--- src/rtl/fps_pkg.sv ---
package fps_pkg;

  localparam int unsigned SLOTS = 8;

  // ticks between two consecutive slots of a timer
  function automatic int unsigned slot_period(input logic [2:0] code,
                                              input int unsigned base);
    return base << code;
  endfunction

  // trigger level seen by a timer: select bit 1 high -> software bit
  function automatic logic pick_trigger(input logic [1:0] sel,
                                        input logic [1:0] hw,
                                        input logic       sw);
    return sel[1] ? sw : hw[sel[0]];
  endfunction

endpackage

--- src/rtl/fps_master_timer.sv ---
module fps_master_timer #(
  parameter int unsigned BASE_TICKS = 4,
  parameter int unsigned CNT_W      = 10
) (
  input  logic       clk,
  input  logic       rst_n,
  input  logic       tick_i,
  input  logic       trig_i,
  input  logic [2:0] per_code_i,
  output logic       evt_o,
  output logic [2:0] evt_idx_o,
  output logic       evt_dir_o,
  output logic       busy_o,
  output logic       edge_o,
  output logic [2:0] seq_idx_o
);

  logic             lvl_q, busy_q, dir_q;
  logic [2:0]       idx_q;
  logic [CNT_W-1:0] cnt_q, per_m1;

  assign per_m1 = CNT_W'(fps_pkg::slot_period(per_code_i, BASE_TICKS) - 1);
  assign edge_o = trig_i ^ lvl_q;

  always_ff @(posedge clk or negedge rst_n) begin
    if (!rst_n) begin
      lvl_q     <= 1'b0;
      busy_q    <= 1'b0;
      dir_q     <= 1'b0;
      idx_q     <= '0;
      cnt_q     <= '0;
      evt_o     <= 1'b0;
      evt_idx_o <= '0;
      evt_dir_o <= 1'b0;
    end else begin
      evt_o <= 1'b0;
      if (edge_o) begin
        lvl_q  <= trig_i;
        busy_q <= 1'b1;
        dir_q  <= trig_i;
        idx_q  <= '0;
        cnt_q  <= '0;
      end else if (busy_q && tick_i) begin
        if (cnt_q == per_m1) begin
          evt_o     <= 1'b1;
          evt_idx_o <= idx_q;
          evt_dir_o <= dir_q;
          cnt_q     <= '0;
          if (idx_q == 3'd7) busy_q <= 1'b0;
          else               idx_q  <= idx_q + 3'd1;
        end else begin
          cnt_q <= cnt_q + 1'b1;
        end
      end
    end
  end

  assign busy_o    = busy_q;
  assign seq_idx_o = idx_q;

endmodule

--- src/rtl/fps_slave.sv ---
module fps_slave #(
  parameter int unsigned N_TMR = 3,
  parameter int unsigned SRC_W = 2
) (
  input  logic                 clk,
  input  logic                 rst_n,
  input  logic [SRC_W-1:0]     src_i,
  input  logic                 sw_i,
  input  logic [2:0]           pu_i,
  input  logic [2:0]           pd_i,
  input  logic                 slp_en_i,
  input  logic                 slp_act_i,
  input  logic [N_TMR-1:0]     evt_i,
  input  logic [3*N_TMR-1:0]   evt_idx_i,
  input  logic [N_TMR-1:0]     evt_dir_i,
  output logic                 state_o,
  output logic                 en_o
);

  logic hit_on, hit_off, sw_mode, gate_q;

  assign sw_mode = (src_i >= SRC_W'(N_TMR));

  always_comb begin
    hit_on  = 1'b0;
    hit_off = 1'b0;
    for (int t = 0; t < N_TMR; t++) begin
      if (src_i == SRC_W'(t) && evt_i[t]) begin
        if (evt_dir_i[t]  && evt_idx_i[3*t +: 3] == pu_i) hit_on  = 1'b1;
        if (!evt_dir_i[t] && evt_idx_i[3*t +: 3] == pd_i) hit_off = 1'b1;
      end
    end
  end

  always_ff @(posedge clk or negedge rst_n) begin
    if (!rst_n) begin
      state_o <= 1'b0;
      gate_q  <= 1'b0;
    end else begin
      gate_q <= slp_act_i & slp_en_i;
      if (sw_mode)      state_o <= sw_i;
      else if (hit_on)  state_o <= 1'b1;
      else if (hit_off) state_o <= 1'b0;
    end
  end

  assign en_o = state_o & ~gate_q;

endmodule

--- src/rtl/fps_sequencer.sv ---
module fps_sequencer #(
  parameter int unsigned N_RES      = 8,
  parameter int unsigned N_TMR      = 3,
  parameter int unsigned BASE_TICKS = 4,
  localparam int unsigned SRC_W     = $clog2(N_TMR + 1)
) (
  input  logic                     clk,
  input  logic                     rst_n,
  input  logic                     tick_i,
  input  logic [1:0]               hw_en_i,
  input  logic [2*N_TMR-1:0]       tmr_sel_i,
  input  logic [N_TMR-1:0]         tmr_sw_i,
  input  logic [3*N_TMR-1:0]       tmr_per_i,
  input  logic [SRC_W*N_RES-1:0]   res_src_i,
  input  logic [N_RES-1:0]         res_sw_i,
  input  logic [3*N_RES-1:0]       res_pu_i,
  input  logic [3*N_RES-1:0]       res_pd_i,
  input  logic [N_RES-1:0]         res_slp_i,
  input  logic                     slp_mode_i,
  input  logic                     sleep_i,
  output logic [N_RES-1:0]         res_en_o
);

  localparam int unsigned CNT_W = $clog2(BASE_TICKS * 128) + 1;

  // named internal events, used by the bound checker
  logic [N_TMR-1:0]   tmr_trig, tmr_evt, tmr_dir, tmr_busy, tmr_edge;
  logic [3*N_TMR-1:0] tmr_evt_idx, tmr_seq_idx;
  logic [N_RES-1:0]   res_state;
  logic               slp_act;

  assign slp_act = slp_mode_i & sleep_i;

  for (genvar t = 0; t < N_TMR; t++) begin : g_tmr
    assign tmr_trig[t] = fps_pkg::pick_trigger(tmr_sel_i[2*t +: 2], hw_en_i, tmr_sw_i[t]);

    fps_master_timer #(.BASE_TICKS(BASE_TICKS), .CNT_W(CNT_W)) u_tmr (
      .clk        (clk),
      .rst_n      (rst_n),
      .tick_i     (tick_i),
      .trig_i     (tmr_trig[t]),
      .per_code_i (tmr_per_i[3*t +: 3]),
      .evt_o      (tmr_evt[t]),
      .evt_idx_o  (tmr_evt_idx[3*t +: 3]),
      .evt_dir_o  (tmr_dir[t]),
      .busy_o     (tmr_busy[t]),
      .edge_o     (tmr_edge[t]),
      .seq_idx_o  (tmr_seq_idx[3*t +: 3])
    );
  end

  for (genvar r = 0; r < N_RES; r++) begin : g_res
    fps_slave #(.N_TMR(N_TMR), .SRC_W(SRC_W)) u_slv (
      .clk       (clk),
      .rst_n     (rst_n),
      .src_i     (res_src_i[SRC_W*r +: SRC_W]),
      .sw_i      (res_sw_i[r]),
      .pu_i      (res_pu_i[3*r +: 3]),
      .pd_i      (res_pd_i[3*r +: 3]),
      .slp_en_i  (res_slp_i[r]),
      .slp_act_i (slp_act),
      .evt_i     (tmr_evt),
      .evt_idx_i (tmr_evt_idx),
      .evt_dir_i (tmr_dir),
      .state_o   (res_state[r]),
      .en_o      (res_en_o[r])
    );
  end

endmodule

--- config.mk ---
export PLATFORM = sky130hd
export DESIGN_NAME = fps_sequencer
export DESIGN_NICKNAME = d
export VERILOG_FILES = /design/src/rtl/fps_pkg.sv /design/src/rtl/fps_master_timer.sv /design/src/rtl/fps_slave.sv /design/src/rtl/fps_sequencer.sv
export SDC_FILE = /design/constraint.sdc
export NUM_CORES = 1
export LEC_CHECK = 0
export ABC_AREA = 1
export BUFFER_PORTS_ARGS = -buffer_cell sky130_fd_sc_hd__buf_2
export CORE_ASPECT_RATIO = 0.75
export CORE_MARGIN = 10
export CORE_UTILIZATION = 25
export DETAILED_ROUTE_END_ITERATION = 16
export PLACE_DENSITY = 0.5
export SLEW_MARGIN = 20
export SYNTH_ARGS = -nofsm -noshare
export SYNTH_HDL_FRONTEND = slang
export SYNTH_SLANG_ARGS = --single-unit
--- constraint.sdc ---
create_clock -name clk -period 1.7 [get_ports clk]
set_input_delay 0.34 -clock clk [delete_from_list [all_inputs] [get_ports clk]]
set_output_delay 0.34 -clock clk [all_outputs]
set_load 0.02 [all_outputs]
==> metrics.txt <==
# TYPE chip_impl_metric gauge
chip_impl_metric{name="timing.reg2reg.setup_slack",unit="ps"} 1
chip_impl_metric{name="grt_remaining_overflow",unit=""} 0
chip_impl_metric{name="first_global_vias",unit=""} 6922
chip_impl_info{name="tritoncts",value="yes"} 1
chip_impl_metric{name="fin_nets",unit=""} 1350
chip_impl_metric{name="vias",unit=""} 7403
chip_impl_metric{name="firstDrtPassIters",unit=""} 5
chip_impl_metric{name="yosys_register_bits",unit=""} 76
chip_impl_metric{name="post-route-cell-area",unit="mm2"} 0.00892
chip_impl_info{name="rr_startpoint",value="g_tmr[0].u_tmr.cnt_q[0]"} 1
chip_impl_info{name="cts_root_cell",value="sky130_fd_sc_hd__clkbuf_16"} 1
chip_impl_metric{name="final.hold.worst_slack",unit="ps"} 193
chip_impl_metric{name="timing.clock.skew",unit="ps"} 17.0
chip_impl_metric{name="largest_net_degree_at_the_start_of_global_routing",unit=""} 47
chip_impl_metric{name="placement_rows",unit=""} 52
chip_impl_metric{name="cts-root-to-sink-buffers",unit=""} 2
chip_impl_info{name="timing.critical_path.from",value="g_tmr[0].u_tmr.cnt_q[0]"} 1
chip_impl_metric{name="maxSlewHeadroom",unit="%"} 71.5
chip_impl_metric{name="worst-endpoint-arrival",unit="ps"} 1910
chip_impl_info{name="worstSetupStartpointType",value="flip-flop"} 1
chip_impl_metric{name="ir_drop",unit="mV"} 0.440
chip_impl_metric{name="final.fill_count",unit=""} 2910
chip_impl_metric{name="utilization",unit="%"} 33.2
chip_impl_metric{name="synth_edf_count",unit=""} 0
chip_impl_metric{name="power_density",unit="mW/mm2"} 651
chip_impl_metric{name="synthCells",unit=""} 1065
chip_impl_info{name="holdCritStartpoint",value="res_slp_i[2]"} 1
chip_impl_metric{name="start_util",unit="%"} 25.3
chip_impl_metric{name="die_width",unit="um"} 210
chip_impl_metric{name="netlist_area",unit="mm2"} 0.00679
chip_impl_metric{name="dp_hpwl",unit="mm"} 18.5
chip_impl_metric{name="die_area",unit="mm2"} 0.0342
chip_impl_metric{name="cts_max_level",unit=""} 3
chip_impl_metric{name="finalMaxSlewViolations",unit=""} 0
chip_impl_metric{name="boundaryPins",unit=""} 113
chip_impl_info{name="worstSetupEndpointType",value="flip-flop"} 1
chip_impl_metric{name="clk_pin_slew_worst_paths",unit="ps"} 70
chip_impl_metric{name="port_buffers",unit=""} 112
chip_impl_metric{name="max_stage_delay",unit="ps"} 360
chip_impl_info{name="worst_path_cell_trace",value="ha_2 -> inv_2 -> nor2_2 -> nand3_1 -> nor2_2 -> nand2_2 -> nor2_4 -> nand2_4 -> o21ai_4 -> nor2_1"} 1
chip_impl_metric{name="place.gp.congestion",unit=""} 0.867
chip_impl_metric{name="cts.sink_count",unit=""} 76
chip_impl_metric{name="antenna_found_initial",unit=""} 1
chip_impl_metric{name="seq_total_area_yosys",unit="%"} 28.0
chip_impl_metric{name="flow.area_growth_from_synthesis",unit="%"} 31.3
chip_impl_metric{name="async_flop_share",unit="%"} 100
chip_impl_info{name="setup_repair_after_global_routing_missed_its_margin",value="yes"} 1
chip_impl_info{name="dominantRegCellSynth",value="sky130_fd_sc_hd__dfrtp_1"} 1
chip_impl_metric{name="fmax",unit="MHz"} 589
chip_impl_metric{name="drt_wl_total",unit="mm"} 23.5
chip_impl_metric{name="min_period_over_period",unit="%"} 99.9
chip_impl_info{name="min_path_type",value="in2reg"} 1
chip_impl_metric{name="core-area",unit="mm2"} 0.0269
chip_impl_metric{name="drc",unit=""} 0
chip_impl_metric{name="postRouteAntennaNets",unit=""} 0
chip_impl_metric{name="min_period",unit="ps"} 1700
chip_impl_metric{name="report.final.setup_viol",unit=""} 0
chip_impl_metric{name="total_leakage_power",unit="nW"} 4.36
chip_impl_metric{name="synth_cell_type_count",unit=""} 37
chip_impl_metric{name="synth_warnings",unit=""} 0
chip_impl_metric{name="max_cap_violations",unit=""} 0
chip_impl_metric{name="max_slew.worst_pin.slew",unit="ps"} 428
chip_impl_metric{name="required",unit="ps"} 1910
chip_impl_metric{name="dieHeight",unit="um"} 163
chip_impl_metric{name="drt_first_iter_violations",unit=""} 457
chip_impl_metric{name="post_drt_wl_per_cell",unit="um"} 14.8
chip_impl_info{name="cp_slowest_cell",value="sky130_fd_sc_hd__dfrtp_1"} 1
chip_impl_metric{name="tritoncts.num_buffers",unit=""} 9
chip_impl_metric{name="clk-insertion-delay-late",unit="ps"} 350
chip_impl_metric{name="layout-drive-gt1-share",unit="%"} 23.8
chip_impl_info{name="run_status",value="completed"} 1
chip_impl_metric{name="syn_avg_cell_area",unit="um2"} 6.38
chip_impl_info{name="timing.critical_path.mode_cell",value="sky130_fd_sc_hd__nor2_2"} 1
chip_impl_info{name="crit_type",value="reg2reg"} 1
chip_impl_metric{name="placement.cell_area",unit="mm2"} 0.00833
chip_impl_metric{name="grt_first_pass_wirelength",unit="mm"} 37.0
chip_impl_metric{name="globalRouteTotalUtil",unit="%"} 13.3
chip_impl_metric{name="path_max_fanout",unit=""} 7
chip_impl_metric{name="viasPerCell",unit=""} 4.66
chip_impl_metric{name="hold_viol_final",unit=""} 0
chip_impl_metric{name="synth_fp_nets",unit=""} 1182
[state kept, by name, indices dropped and copies added, names as in the netlist]
signal	count
g_tmr.u_tmr.seq_idx_o	9
g_tmr.u_tmr.cnt_q	30
g_tmr.u_tmr.evt_idx_o	9
g_tmr.u_tmr.busy_o	3
g_tmr.u_tmr.evt_dir_o	3
g_tmr.u_tmr.evt_o	3
g_res.u_slv.state_o	8
g_res.u_slv.gate_q	8
g_tmr.u_tmr.lvl_q	3
[cell usage after synthesis, types with 2 or more instances]
cell / n / area share (%)
sky130_fd_sc_hd__o21ai_0: 39 / 2.9
sky130_fd_sc_hd__dfrtp_1: 76 / 28
sky130_fd_sc_hd__nand4_2: 3 / 0.55
sky130_fd_sc_hd__nand4_1: 36 / 3.3
sky130_fd_sc_hd__o211ai_1: 5 / 0.55
sky130_fd_sc_hd__o21a_1: 3 / 0.33
sky130_fd_sc_hd__nand2_2: 3 / 0.28
sky130_fd_sc_hd__o2111ai_1: 2 / 0.26
sky130_fd_sc_hd__xor2_1: 31 / 4.0
sky130_fd_sc_hd__clkinv_1: 3 / 0.17
sky130_fd_sc_hd__ha_1: 12 / 2.2
sky130_fd_sc_hd__nor3_1: 16 / 1.2
sky130_fd_sc_hd__inv_2: 9 / 0.50
sky130_fd_sc_hd__o21ai_2: 2 / 0.26
sky130_fd_sc_hd__xnor2_1: 44 / 5.7
sky130_fd_sc_hd__a21oi_1: 65 / 4.8
sky130_fd_sc_hd__nand3_2: 2 / 0.29
sky130_fd_sc_hd__or2_2: 4 / 0.37
sky130_fd_sc_hd__nor4_1: 10 / 0.92
sky130_fd_sc_hd__buf_4: 10 / 1.1
sky130_fd_sc_hd__o22ai_1: 18 / 1.7
sky130_fd_sc_hd__o21ai_1: 2 / 0.15
sky130_fd_sc_hd__nor2_2: 4 / 0.37
sky130_fd_sc_hd__buf_2: 21 / 1.5
sky130_fd_sc_hd__a41oi_1: 4 / 0.52
sky130_fd_sc_hd__inv_1: 132 / 7.3
sky130_fd_sc_hd__a211oi_1: 12 / 1.3
sky130_fd_sc_hd__nand3_1: 91 / 6.7
sky130_fd_sc_hd__nor2_1: 132 / 7.3
sky130_fd_sc_hd__nand3b_1: 2 / 0.22
sky130_fd_sc_hd__clkbuf_1: 7 / 0.39
sky130_fd_sc_hd__nand2_1: 260 / 14
[per-stage QoR]
step                      power [mW]  std cells  worst slack (ps)  TNS (ps)
after floorplan                 2.81       1065              -105     -2380
after global placement          3.34       1565              -271    -11120
after detailed placement        3.35       1565              -303    -12490
after CTS                       5.81       1581              4.87         0
after global routing            6.15       1588              -137     -2300
final                           5.81       1589              1.08         0
[layer usage]
layer  track usage [%]  share of wire (%)  wire length (um)  vias up
met5                 0                  0                 0        -
met4              2.53               0.97               229        0
met3              2.75                5.5              1300       18
met2              21.2                 45             10500      196
met1              18.3                 49             11500     3377
li1                  -                  -                 -     3812
[placed cells by master (no fill, tap or decap), drive strengths merged, types with 10 or more instances in the layout]
| cell type | count |
|---|---|
| a211oi | 12 |
| a21oi | 65 |
| buf | 194 |
| dfrtp | 76 |
| ha | 12 |
| inv | 141 |
| nand2 | 263 |
| nand3 | 93 |
| nand4 | 39 |
| nor2 | 137 |
| nor3 | 16 |
| nor4 | 10 |
| o21ai | 43 |
| o22ai | 18 |
| xnor2 | 44 |
| xor2 | 31 |
[path summary, 6_finish.rpt]
check / endpoint / depth (start not counted)
max reg2reg: g_tmr[0].u_tmr.cnt_q[6] / 10
max: g_tmr[0].u_tmr.cnt_q[6] / 10
max in group asynchronous: g_tmr[1].u_tmr.evt_o / 3
min in group asynchronous: g_res[4].u_slv.state_o / 2
min: g_res[2].u_slv.gate_q / 3
min reg2reg: g_tmr[0].u_tmr.busy_o / 2
[power breakdown]
part / internal [mW] / leakage (nW) / switching, mW
sequential: 1.93 / 0.989 / 0.100
clock: 1.58 / 0.172 / 0.823
combinational: 0.574 / 3.20 / 0.802
total: 4.08 / 4.36 / 1.73
[logic make-up (layout without fill, tap and decap cells)]
kind of cell | after synthesis | after routing | synth area share, %
simple gates | 566 | 566 | 36.2
flops | 76 | 76 | 28.0
fa+ha+maj | 12 | 12 | 2.21
other cells | 0 | 1 | 0
buf+inv | 182 | 354 | 11.0
compound gates | 154 | 154 | 12.9
xor+xnor | 75 | 75 | 9.67
[layout make-up]
class	instances	area [um2]	area share [%]
multi-input combinational	807	4430	49.7
sequential	76	1900	21.3
clock inverter	6	136	1.53
inverter	144	557	6.24
tap	351	439	4.92
antenna	1	2.50	0.0281
clock buffer	9	225	2.53
timing repair buffer	195	1230	13.8
[worst max-delay path, delay by kind of cell, from the launching register on]
kind	cells	cell delay (ps)
compound gates	1	290
flops	1	360
fa+ha+maj	1	200
simple gates	7	680
buf+inv	1	40
[what timing repair did]
action,4_1_cts,5_1_grt
endpoints found under the setup margin,7,55
gates resized for setup,0,49
buffers inserted,0,7
pin swaps,1,39
hold buffers,1,0
cloned,0,0
endpoints found under the hold margin,11,0
Power figures use the tool's default switching activity.
